--- src/rtl/resv_monitor_pkg.sv ---
package resv_monitor_pkg;
    typedef enum logic [1:0] {
        RC_FAIL     = 2'd0,
        RC_PASS     = 2'd1,
        RC_UNCACHED = 2'd2,
        RC_NOT_COND = 2'd3
    } rsp_code_e;

    typedef struct packed {
        logic      valid;
        rsp_code_e code;
        logic      mem_write;
    } rsp_t;
endpackage

--- src/rtl/resv_slot.sv ---
module resv_slot #(
    parameter int ADDR_W        = 32,
    parameter int GRAN_BITS     = 4,
    parameter int CNT_W         = 32,
    parameter int WARN_INTERVAL = 100000
) (
    input  logic              clk,
    input  logic              rst_n,
    input  logic              i_mine,
    input  logic              i_write,
    input  logic              i_locked,
    input  logic              i_uncached,
    input  logic [ADDR_W-1:0] i_addr,
    input  logic              i_store_commit,
    output logic              o_resv_hit,
    output logic              o_warn,
    output logic [CNT_W-1:0]  o_fail_cnt
);
    localparam int PH_W = $clog2(WARN_INTERVAL + 1);
    localparam logic [PH_W-1:0] PH_LAST = PH_W'(WARN_INTERVAL - 1);

    typedef struct packed {
        logic              flag;
        logic [ADDR_W-1:0] addr;
        logic [CNT_W-1:0]  fails;
        logic [PH_W-1:0]   phase;
        logic              warn;
    } slot_t;

    slot_t st_q, st_d;
    logic  blk_same;
    logic  lock_rd, cond_st;

    assign blk_same   = st_q.addr[ADDR_W-1:GRAN_BITS] == i_addr[ADDR_W-1:GRAN_BITS];
    assign o_resv_hit = st_q.flag && blk_same;
    assign lock_rd    = i_mine && !i_write && i_locked;
    assign cond_st    = i_mine && i_write && i_locked;
    assign o_warn     = st_q.warn;
    assign o_fail_cnt = st_q.fails;

    always_comb begin
        st_d      = st_q;
        st_d.warn = 1'b0;
        // invalidation first, then a new claim may overwrite it
        if (i_store_commit && blk_same)
            st_d.flag = 1'b0;
        if (lock_rd) begin
            st_d.flag = 1'b1;
            st_d.addr = i_addr;
        end
        if (cond_st) begin
            if (i_uncached || o_resv_hit) begin
                st_d.fails = '0;
                st_d.phase = '0;
            end else begin
                st_d.flag  = 1'b0;
                st_d.fails = st_q.fails + CNT_W'(1);
                if (st_q.phase == PH_LAST) begin
                    st_d.phase = '0;
                    st_d.warn  = 1'b1;
                end else begin
                    st_d.phase = st_q.phase + PH_W'(1);
                end
            end
        end
    end

    always_ff @(posedge clk or negedge rst_n) begin
        if (!rst_n) st_q <= '0;
        else        st_q <= st_d;
    end

    // a locked read always leaves a live reservation
    p_claim_sets_r3: assert property (@(posedge clk) disable iff (!rst_n)
        lock_rd |=> st_q.flag);
    // a refused conditional store drops the claim and counts
    p_refuse_clears_r5: assert property (@(posedge clk) disable iff (!rst_n)
        (cond_st && !i_uncached && !o_resv_hit) |=>
        (!st_q.flag && st_q.fails == $past(st_q.fails) + CNT_W'(1)));
    // a committed store in the same block kills the claim
    p_commit_kills_r7: assert property (@(posedge clk) disable iff (!rst_n)
        (i_store_commit && blk_same && !lock_rd) |=> !st_q.flag);
    // a warning never comes with a zero count
    p_warn_nonzero_r10: assert property (@(posedge clk) disable iff (!rst_n)
        st_q.warn |-> st_q.fails != '0);
endmodule

--- src/rtl/resv_monitor.sv ---
module resv_monitor
    import resv_monitor_pkg::*;
#(
    parameter int NUM_CPU       = 4,
    parameter int ADDR_W        = 32,
    parameter int GRAN_BITS     = 4,
    parameter int CNT_W         = 32,
    parameter int WARN_INTERVAL = 100000,
    localparam int CPU_W        = (NUM_CPU > 1) ? $clog2(NUM_CPU) : 1
) (
    input  logic              clk,
    input  logic              rst_n,
    input  logic              req_valid,
    input  logic [CPU_W-1:0]  req_cpu,
    input  logic [ADDR_W-1:0] req_addr,
    input  logic              req_write,
    input  logic              req_locked,
    input  logic              req_uncached,
    output logic              rsp_valid,
    output logic [1:0]        rsp_code,
    output logic              rsp_mem_write,
    output logic              warn_valid,
    output logic [CPU_W-1:0]  warn_cpu,
    output logic [CNT_W-1:0]  warn_count
);
    logic [NUM_CPU-1:0] mine, hit, warn_vec;
    logic [CNT_W-1:0]   cnt [NUM_CPU];
    logic               own_hit, commit;
    rsp_t               rsp_q, rsp_d;

    for (genvar g = 0; g < NUM_CPU; g++) begin : g_slot
        assign mine[g] = req_valid && (req_cpu == CPU_W'(g));
        resv_slot #(
            .ADDR_W(ADDR_W), .GRAN_BITS(GRAN_BITS),
            .CNT_W(CNT_W), .WARN_INTERVAL(WARN_INTERVAL)
        ) i_slot (
            .clk(clk), .rst_n(rst_n),
            .i_mine(mine[g]), .i_write(req_write), .i_locked(req_locked),
            .i_uncached(req_uncached), .i_addr(req_addr),
            .i_store_commit(commit),
            .o_resv_hit(hit[g]), .o_warn(warn_vec[g]), .o_fail_cnt(cnt[g])
        );
    end

    assign own_hit = |(mine & hit);
    assign commit  = req_valid && req_write &&
                     (!req_locked || req_uncached || own_hit);

    always_comb begin
        rsp_d.valid     = req_valid;
        rsp_d.mem_write = commit;
        if (!(req_write && req_locked)) rsp_d.code = RC_NOT_COND;
        else if (req_uncached)          rsp_d.code = RC_UNCACHED;
        else if (own_hit)               rsp_d.code = RC_PASS;
        else                            rsp_d.code = RC_FAIL;
    end

    always_ff @(posedge clk or negedge rst_n) begin
        if (!rst_n) rsp_q <= '0;
        else        rsp_q <= rsp_d;
    end

    assign rsp_valid     = rsp_q.valid;
    assign rsp_code      = rsp_q.code;
    assign rsp_mem_write = rsp_q.mem_write;
    assign warn_valid    = |warn_vec;

    always_comb begin
        warn_cpu   = '0;
        warn_count = '0;
        for (int i = 0; i < NUM_CPU; i++) begin
            if (warn_vec[i]) begin
                warn_cpu   = CPU_W'(i);
                warn_count = cnt[i];
            end
        end
    end

    // one response per request, exactly one cycle later
    p_rsp_follows_r2: assert property (@(posedge clk) disable iff (!rst_n)
        req_valid |=> rsp_valid);
    p_no_spurious_rsp_r2: assert property (@(posedge clk) disable iff (!rst_n)
        !req_valid |=> !rsp_valid);
    // a refused conditional store never reaches memory
    p_fail_no_write_r5: assert property (@(posedge clk) disable iff (!rst_n)
        (rsp_valid && rsp_code == RC_FAIL) |-> !rsp_mem_write);
    // an uncacheable conditional store always writes
    p_uncached_writes_r6: assert property (@(posedge clk) disable iff (!rst_n)
        (rsp_valid && rsp_code == RC_UNCACHED) |-> rsp_mem_write);
    // a non-conditional access writes exactly when it was a store
    p_plain_access_r9: assert property (@(posedge clk) disable iff (!rst_n)
        (rsp_valid && rsp_code == RC_NOT_COND) |-> rsp_mem_write == $past(req_write));
    // warnings come from one context, with a refused store
    p_warn_single_r10: assert property (@(posedge clk) disable iff (!rst_n)
        $onehot0(warn_vec));
    p_warn_on_fail_r10: assert property (@(posedge clk) disable iff (!rst_n)
        warn_valid |-> (rsp_valid && rsp_code == RC_FAIL));
endmodule

--- config.mk ---
export PLATFORM = sky130hd
export DESIGN_NAME = resv_monitor
export DESIGN_NICKNAME = d
export VERILOG_FILES = /design/src/rtl/resv_monitor_pkg.sv /design/src/rtl/resv_slot.sv /design/src/rtl/resv_monitor.sv
export SDC_FILE = /design/constraint.sdc
export NUM_CORES = 1
export LEC_CHECK = 0
export BUFFER_PORTS_ARGS = -buffer_cell sky130_fd_sc_hd__buf_2
export CORE_ASPECT_RATIO = 0.6
export CORE_UTILIZATION = 30
export DETAILED_ROUTE_END_ITERATION = 7
export HOLD_SLACK_MARGIN = 0.08
export SLEW_MARGIN = 20
export SYNTH_ARGS = -nofsm -noshare
export SYNTH_HDL_FRONTEND = slang
export SYNTH_SLANG_ARGS = --single-unit
--- constraint.sdc ---
create_clock -name clk -period 2.85 [get_ports clk]
set_input_delay 0.57 -clock clk [delete_from_list [all_inputs] [get_ports clk]]
set_output_delay 0.57 -clock clk [all_outputs]
set_load 0.005 [all_outputs]
* Word-level counts from Yosys, hierarchy flattened
Index checks and enable logic that the tools add are counted.
Operators by class: $add $sub $neg 8, equality and inequality tests 11, muxes and demuxes 46, bitwise logic cells 1, reduce and logical (&&, ||, !) cells 42
Operator list (number):
- $mux 49 | 4
- $mux 33 | 4
- $add 32x1->32 const B | 4
- $mux 32 | 4
- $eq 28x28->1 | 4
- $add 17x1->17 const B | 4
- $eq 17x17->1 const B | 4
- $mux 17 | 4
- $logic_and 1x1->1 | 31
- $mux 1 | 26
- $mux 2 | 4
- $reduce_or 4->1 | 2
- $logic_or 1x1->1 | 6
- $and 4x4->4 | 1
- $eq 2x2->1 const B | 2
- $eq 2x1->1 const B | 1
- $logic_not 1->1 | 2
- $logic_not 2->1 | 1
Storage, ports and cells: register bits after elaboration 336, input port bits 40, output and inout port bits 39, logic and storage cells 131

* Logic depth before layout (Yosys ltp)
Gate-level depths: netlist of the first run.
depth after elaboration 11, gate-level depth with buffers 10, gate-level depth less buffers 8

* Hierarchy
From an unflattened synthesis of the first run, not the netlist that was laid out.
Unflattened totals: cells, all modules 2029, area total of the unflattened synthesis 19314.8 sq um
Modules (own cells, without submodules):
- resv_slot at g_slot[1].i_slot ... | times used 3, cells an instance 468, area each 4523.1 sq um, seq. area each 1976.9 sq um
- resv_slot at g_slot[0].i_slot | times used 1, cells an instance 455, area each 4554.4 sq um, seq. area each 1976.9 sq um
- resv_monitor | times used 1, cells an instance 170, area each 1191.1 sq um, seq. area each 100.1 sq um

* Worst setup path after synthesis of the first run
OpenSTA, ideal clock, no wires.
path type in2reg, start input req_addr[31], end register g_slot[2].i_slot.st_q[6] (netlist name), setup time 0.129 ns, arrival 2.400 ns, data required time 2.721 ns, path slack 0.321 ns, stages on the path 9, buffers on the path 2, cells stage by stage buf_2 xor2_1 nor4_2 nand4_2 o41ai_4 nor2_2 buf_4 o21ai_1 o21ai_1
Between the ends: cells in the longest elaborated chain, start to end 4
Ends and longest elaborated chain:
- start: declaration | RTL line resv_monitor.sv:15 | input logic [ADDR_W-1:0] req_addr,
- $eq 28x28->1 | RTL line resv_slot.sv:34 | assign blk_same = st_q.addr[ADDR_W-1:GRAN_BITS] == i_addr[ADDR_W-1:GRAN_BITS];
- $logic_and 1x1->1 | RTL line resv_slot.sv:35 | assign o_resv_hit = st_q.flag && blk_same;
- $logic_or 1x1->1 | RTL line resv_slot.sv:52 | if (i_uncached || o_resv_hit) begin
- $mux 49 | RTL line resv_slot.sv:52
- end signal: assignment | RTL line resv_slot.sv:70 | else st_q <= st_d;
- end: declaration | RTL line resv_slot.sv:30 | slot_t st_q, st_d;
No other way between the ends. A chain may end at the register's enable or synchronous reset.

* Worst setup path in the final report of the first run
start register g_slot[2].i_slot.st_q, in the netlist g_slot[2].i_slot.o_warn, end output warn_count[29]
Between the ends: cells in the longest elaborated chain, start to end 2
Ends and longest elaborated chain:
- $mux 32 (2 in series) | RTL line resv_monitor.sv:72 | if (warn_vec[i]) begin
- end: declaration | RTL line resv_monitor.sv:24 | output logic [CNT_W-1:0] warn_count
No other way between the ends.

==> flow_summary.json, run 1 <==
{
  "cts_buffer_depth": 3,
  "p_total_mw": 11.29,
  "place_area_um2": 19630,
  "synth_warnings": 0,
  "synthCells": 1907,
  "postSynthAreaPerCell_um2": 9.245,
  "wl_met3_mm": 2.942,
  "crit_required_ns": 2.28,
  "die_x_um": 315.0,
  "seq_area_frac_synth_pct": 45.42,
  "netSwitchingPower_mw": 2.961,
  "top_layer_used": "met4",
  "drtAntennaViolNets": 0,
  "cts_buffers": 36,
  "grt-ovfl-total": 0,
  "cts.sinks": 320,
  "finalCritPeriodShare_pct": 98.41,
  "skew_ns": 0.03812,
  "drt_iter0_drc": 1423,
  "yosys.area.top_type": "dfrtp_1",
  "routedWlPerCell_um": 17.61,
  "hpwl_mm": 34.79,
  "clkPwrFrac_pct": 40.6,
  "rsz0062_at_grt": "yes",
  "filler_cell_count": 5711,
  "setup-violations-final": 0,
  "layout_common_cells": "317 x dfrtp_1, 209 x nand2_1, 129 x nor2_1",
  "synthesis.area_um2": 17630,
  "holdWs_ns": 0.2643,
  "initial_core_util_pct": 30.52,
  "max_cap_viol_count": 0,
  "cts_root_buf": "clkbuf_16",
  "end_kind": "primary output",
  "die_area_um2": 59770,
  "max_stage_delay_ns": 0.47,
  "synth.area.top_cells": "dfrtp_1 45%, mux2_2 7.2%, xor2_1 5.3%",
  "path_max_fanout": 8,
  "yosys.area.top_type_share_pct": 45.42,
  "worst-endpoint-arrival_ns": 2.23,
  "syn_nets": 1955,
  "vias": 14962,
  "p_sw_share_pct": 26.23,
  "relSlewSlack_pct": 34.19,
  "clock.fmax_mhz": 356.5,
  "intPower_mw": 8.325,
  "grt_pass1_vias": 14020,
  "gp_congestion": 0.8557,
  "worstSetupPathType": "flip-flop to primary output",
  "drtPass1Iterations": 5,
  "finalHoldViolCount": 0,
  "synth_seq_cells": 320,
  "core_um2": 57770,
  "synth_edf_count": 0,
  "io_pins": 79,
  "cp_slowest_cell": "dfrtp_2",
  "tightest_slew_ns": 0.9835,
  "ir_worst_vdd_v": 0.0003268,
  "finalCriticalPeriod_ns": 2.805,
  "std_cell_rows": 68,
  "port_buffers": 74,
  "h-tree-depth": 2,
  "grt_max_degree": 75,
  "status": "finished, final reports clean",
  "clock_latency_ns": 0.54,
  "p_per_area_nw_per_um2": 541.2,
  "drt-vias-per-instance": 5.321,
  "combPwrFrac_pct": 11.9,
  "area_growth_pct": 18.29,
  "antenna_found_initial": 3,
  "clk_pin_slew_worst_paths_ns": 0.06,
  "grt_first_pass_wirelength_mm": 79.34,
  "routed_wl_mm": 49.51,
  "die_y_um": 189.8,
  "leakage_nw": 8.981,
  "grt.total_usage_pct": 16.56,
  "ys_types": 63,
  "p_seq_share_pct": 47.5,
  "holdCritPathClass": "input pin to flip-flop",
  "wl_met2_mm": 20.17,
  "drive_above_1_share_pct": 19.56,
  "final_area_um2": 20860,
  "postSynth.asyncResetShare_pct": 100.0,
  "fin_nets": 2065,
  "r2r_slack_ns": 0.24,
  "met1_length_mm": 25.65,
  "post-route-drc-count": 0,
  "slew_violations": 0,
  "cp_cell_sequence": "or2_4, nor3b_4, buf_6, a221o_1, buf_2",
  "cts_tree": "done",
  "final_common_cell": "dfrtp_1",
  "synth_ff_type": "dfrtp_1",
  "cp-start-kind": "flip-flop"
}
[final cells by class]
class	count	area, um2	area share [%]
tap	770	963.4	4.620
clock inverter	11	97.59	0.4680
timing repair buffer	194	1608	7.709
clock buffer	50	1036	4.968
antenna	2	5.005	0.02400
timing repair inverter	1	7.507	0.03600
multi-input combinational	1444	9047	43.38
inverter	20	78.83	0.3780
sequential	320	8011	38.41
[registers in the layout, summed over array words and instances, names as in the netlist]
| signal | count |
|---|---|
| g_slot.i_slot.o_fail_cnt | 128 |
| g_slot.i_slot.st_q | 184 |
| rsp_valid | 1 |
| g_slot.i_slot.o_warn | 4 |
| rsp_code | 2 |
| rsp_mem_write | 1 |
[stage by stage]
step / util, % / worst slack [ns] / setup TNS [ns] / std cells
4_1_cts: 36.06 / 0.01333 / 0 / 2809
2_1_floorplan: - / 0.3206 / 0 / 1907
6_report: 36.10 / 0.04527 / 0 / 2812
3_5_place_dp: 33.98 / -0.1722 / -2.887 / 2742
5_1_grt: 36.10 / -0.03689 / -0.1672 / 2812
3_3_place_gp: 33.98 / -0.03151 / -0.2308 / 2742
[worst paths after layout]
path	start	cells past startpoint	to
max in group asynchronous	rst_n	3	g_slot[1].i_slot.o_warn$_DFF_PN0_
max	g_slot[2].i_slot.o_warn$_DFF_PN0_	5	warn_count[29]
min	req_valid	1	rsp_valid$_DFF_PN0_
max reg2reg	g_slot[3].i_slot.o_fail_cnt[0]$_DFFE_PN0P_	9	g_slot[3].i_slot.o_fail_cnt[30]$_DFFE_PN0P_
min in group asynchronous	rst_n	2	g_slot[3].i_slot.o_fail_cnt[26]$_DFFE_PN0P_
min reg2reg	g_slot[2].i_slot.o_fail_cnt[21]$_DFFE_PN0P_	1	g_slot[2].i_slot.o_fail_cnt[21]$_DFFE_PN0P_
[power by group through the flow]
stage	Combinational (mW)	Clock (mW)	Sequential [mW]
3_5_place_dp	1.35	0	5.44
6_report	1.34	4.58	5.36
4_1_cts	1.36	4.71	5.36
5_1_grt	1.49	4.89	5.43
3_3_place_gp	1.30	0	5.41
2_1_floorplan	0.890	0	5.36
[repair_timing]
action / 4_1_cts / 5_1_grt
hold buffers: 1 / 0
pin swaps: 1 / 3
resized for setup: 9 / 3
endpoints found under the setup margin: 31 / 30
hold endpoints to repair: 42 / 0
setup buffers: 2 / 1
cloned: 3 / 0
[worst max-delay path, delay by kind of cell, from the launching register on]
| kind | cells | cell delay (ns) |
|---|---|---|
| flip-flops | 1 | 0.47 |
| AO/OA/AOI/OAI | 1 | 0.23 |
| buffers and inverters | 2 | 0.36 |
| AND/OR/NAND/NOR | 2 | 0.63 |
[cell usage after synthesis, types with 8 or more instances]
cell type / count
a22o_1: 12
inv_1: 20
o41ai_1: 8
mux2i_1: 9
xnor2_1: 9
and4_1: 12
a31oi_1: 35
a21oi_1: 84
dfrtp_1: 320
o21ai_0: 94
nand4_1: 29
buf_1: 11
nor2_1: 132
o21ai_1: 124
clkbuf_1: 60
or2_2: 8
nor3_1: 59
and3_1: 69
a221o_1: 31
nor4_1: 39
and2_1: 13
nor2b_1: 23
xor2_1: 107
mux2_2: 112
o31ai_1: 39
nand2_1: 209
buf_2: 45
nand3_1: 101
ha_1: 8
or3_1: 12
[routing by layer]
metal	track usage (%)	up-vias
met5	0	-
met4	3.473	0
met3	2.485	53
met2	22.60	408
met1	26.76	7377
li1	-	7124
[cell families (layout without fill, tap and decap cells)]
| logic type | count (synthesis) | after routing | share of synthesized area, % |
|---|---|---|---|
| fa+ha+maj | 8 | 8 | 0.5678 |
| other cells | 0 | 2 | 0 |
| buf+inv | 143 | 276 | 3.598 |
| xor+xnor | 116 | 116 | 5.763 |
| mux | 121 | 121 | 7.664 |
| flops | 320 | 320 | 45.42 |
| simple gates | 749 | 749 | 21.40 |
| compound gates | 450 | 450 | 15.58 |
Power figures use the tool's default switching activity.
==> run 2: changes to the inputs <==
Settings changed: RECOVER_POWER from default to 25, SKIP_CTS_REPAIR_TIMING from default to 1.
==> run 2 against run 1 <==
Compared with the run above:
- critical path depth is the same
- hold slack gained 0.040 ns
- die area is the same
- critical endpoint is now warn_count[28]
==> flow_summary.json, run 2 (same netlist as run 1, synthesis figures left out) <==
{
  "fin_nets": 2065,
  "h-tree-depth": 2,
  "setup_ws_ns": 0.09181,
  "path_depth": 5,
  "crit_family": "simple AND/OR/NAND/NOR gates",
  "relSlewSlack_pct": 1.454,
  "path_buf_inv": 2,
  "setup-violations-final": 0,
  "cp_cell_sequence": "or2_4, nor3b_4, buf_12, a221o_1, buf_2",
  "tightest_slew_ns": 1.478,
  "clock.fmax_mhz": 362.6,
  "largest_reg_flops": 184,
  "status": "finished, final reports clean",
  "grt.total_usage_pct": 16.40,
  "cp_slowest_cell": "dfrtp_2",
  "post-route-drc-count": 0,
  "layout.cells.non_filler": 2812,
  "clock_latency_ns": 0.54,
  "initial_core_util_pct": 30.52,
  "routed_wl_mm": 49.41,
  "cts_buffer_depth": 3,
  "path_max_fanout": 16,
  "end_kind": "primary output",
  "gp_congestion": 0.8557,
  "worstReg2RegStart": "g_slot[3].i_slot.o_fail_cnt[0]$_DFFE_PN0P_",
  "clk_pin_slew_worst_paths_ns": 0.06,
  "worst_hold_path.endpoint": "rsp_code[0]$_DFF_PN0_",
  "drt_iter0_drc": 1389,
  "grt-ovfl-total": 0,
  "grt_pass1_vias": 14002,
  "r2r_slack_ns": 0.20,
  "die_y_um": 189.8,
  "max_stage_delay_ns": 0.47,
  "cp-start-kind": "flip-flop",
  "layout_common_cells": "317 x dfrtp_1, 209 x nand2_1, 129 x nor2_1",
  "area_growth_pct": 17.90,
  "ir_worst_vdd_v": 0.0003257,
  "finalHoldViolCount": 0,
  "core_um2": 57770,
  "cts_tree": "done",
  "holdCritPathClass": "input pin to flip-flop",
  "antenna_found_initial": 2,
  "worstSetupPathType": "flip-flop to primary output",
  "hold_depth": 2,
  "port_buffers": 74,
  "hpwl_mm": 34.79,
  "p_per_area_nw_per_um2": 542.1,
  "crit_required_ns": 2.28,
  "drt-vias-per-instance": 5.365,
  "std_cell_rows": 68,
  "place_ws_ns": -0.1722,
  "filler_cell_count": 5725,
  "max_cap_viol_count": 0,
  "finalCritPeriodShare_pct": 96.78,
  "drtAntennaViolNets": 0,
  "grt_first_pass_wirelength_mm": 78.79,
  "skew_ns": 0.03941,
  "grt_max_degree": 75,
  "r2r_cells": 9,
  "worst-endpoint-arrival_ns": 2.19,
  "io_pins": 79,
  "holdWs_ns": 0.3043,
  "slew_violations": 0,
  "drtPass1Iterations": 5,
  "finalCriticalPeriod_ns": 2.758,
  "placed_cells": 2742,
  "cts_root_buf": "clkbuf_16",
  "worstReg2RegEnd": "g_slot[3].i_slot.o_fail_cnt[30]$_DFFE_PN0P_",
  "vias": 15086,
  "die_area_um2": 59770,
  "cts.sinks": 320,
  "min_from": "req_uncached",
  "leakage_nw": 8.945,
  "routedWlPerCell_um": 17.57,
  "largest_register": "g_slot.i_slot.st_q",
  "die_x_um": 315.0,
  "drive_above_1_share_pct": 19.31,
  "cts_buffers": 36,
  "final_common_cell": "dfrtp_1"
}
[run 2: cell count changes in the layout (fill, tap and decap cells not counted)]
cell       change
a21oi_1        +1
a21oi_2        -1
buf_12         -4
buf_2          -1
buf_6          -3
clkbuf_1       +4
clkbuf_16      +1
clkbuf_2       +3
[run 2: routing by layer]
layer | vias up | part of all wire (%) | global-route usage, %
met5 | - | 0 | 0
li1 | 7138 | - | -
met3 | 49 | 5.7 | 2.344
met4 | 0 | 1.4 | 3.622
met1 | 7466 | 52 | 26.41
met2 | 433 | 41 | 22.50
[run 2: final cells by class]
| type | instances | area [um2] | area share [%] |
|---|---|---|---|
| Timing Repair Buffer | 194 | 1544 | 7.427 |
| Inverter | 20 | 78.83 | 0.3792 |
| Tap cell | 770 | 963.4 | 4.635 |
| Timing Repair inverter | 1 | 7.507 | 0.03611 |
| Clock buffer | 50 | 1036 | 4.984 |
| Sequential cell | 320 | 8011 | 38.54 |
| Antenna cell | 2 | 5.005 | 0.02408 |
| Clock inverter | 11 | 97.59 | 0.4695 |
| Multi-Input combinational cell | 1444 | 9044 | 43.51 |
[run 2: worst max-delay path by stage]
| stage | start | endpoint | slack [ns] |
|---|---|---|---|
| 5_1_grt | g_slot[2].i_slot.o_warn$_DFF_PN0_ | warn_count[2] | -0.005 |
| 4_1_cts | g_slot[1].i_slot.o_warn$_DFF_PN0_ | warn_count[28] | -0.11 |
| 2_1_floorplan | req_addr[31] | g_slot[2].i_slot.st_q[6]$_DFFE_PN0P_ | 0.32 |
| 6_report | g_slot[2].i_slot.o_warn$_DFF_PN0_ | warn_count[28] | 0.09 |
| 3_3_place_gp | req_addr[23] | g_slot[0].i_slot.st_q[11]$_DFFE_PN0P_ | -0.03 |
| 3_5_place_dp | req_addr[23] | g_slot[0].i_slot.st_q[9]$_DFFE_PN0P_ | -0.17 |
[run 2: report_power, final]
part	switching (mW)	internal, mW	total, mW	leakage, nW
combinational	0.662	0.669	1.33	4.16
sequential	0.353	5.01	5.36	4.23
clock	1.94	2.63	4.57	0.559
total	2.96	8.31	11.3	8.95
[run 2: metrics by stage]
stage | power [mW] | utilization [%] | setup TNS (ns) | cell area (um2)
after floorplan | 6.247 | - | 0 | 17630
after CTS | 11.43 | 35.94 | -1.923 | 20760
after global routing | 11.79 | 35.98 | -0.005372 | 20780
after global placement | 6.706 | 33.98 | -0.2308 | 19630
final | 11.27 | 35.98 | 0 | 20790
after detailed placement | 6.791 | 33.98 | -2.887 | 19630
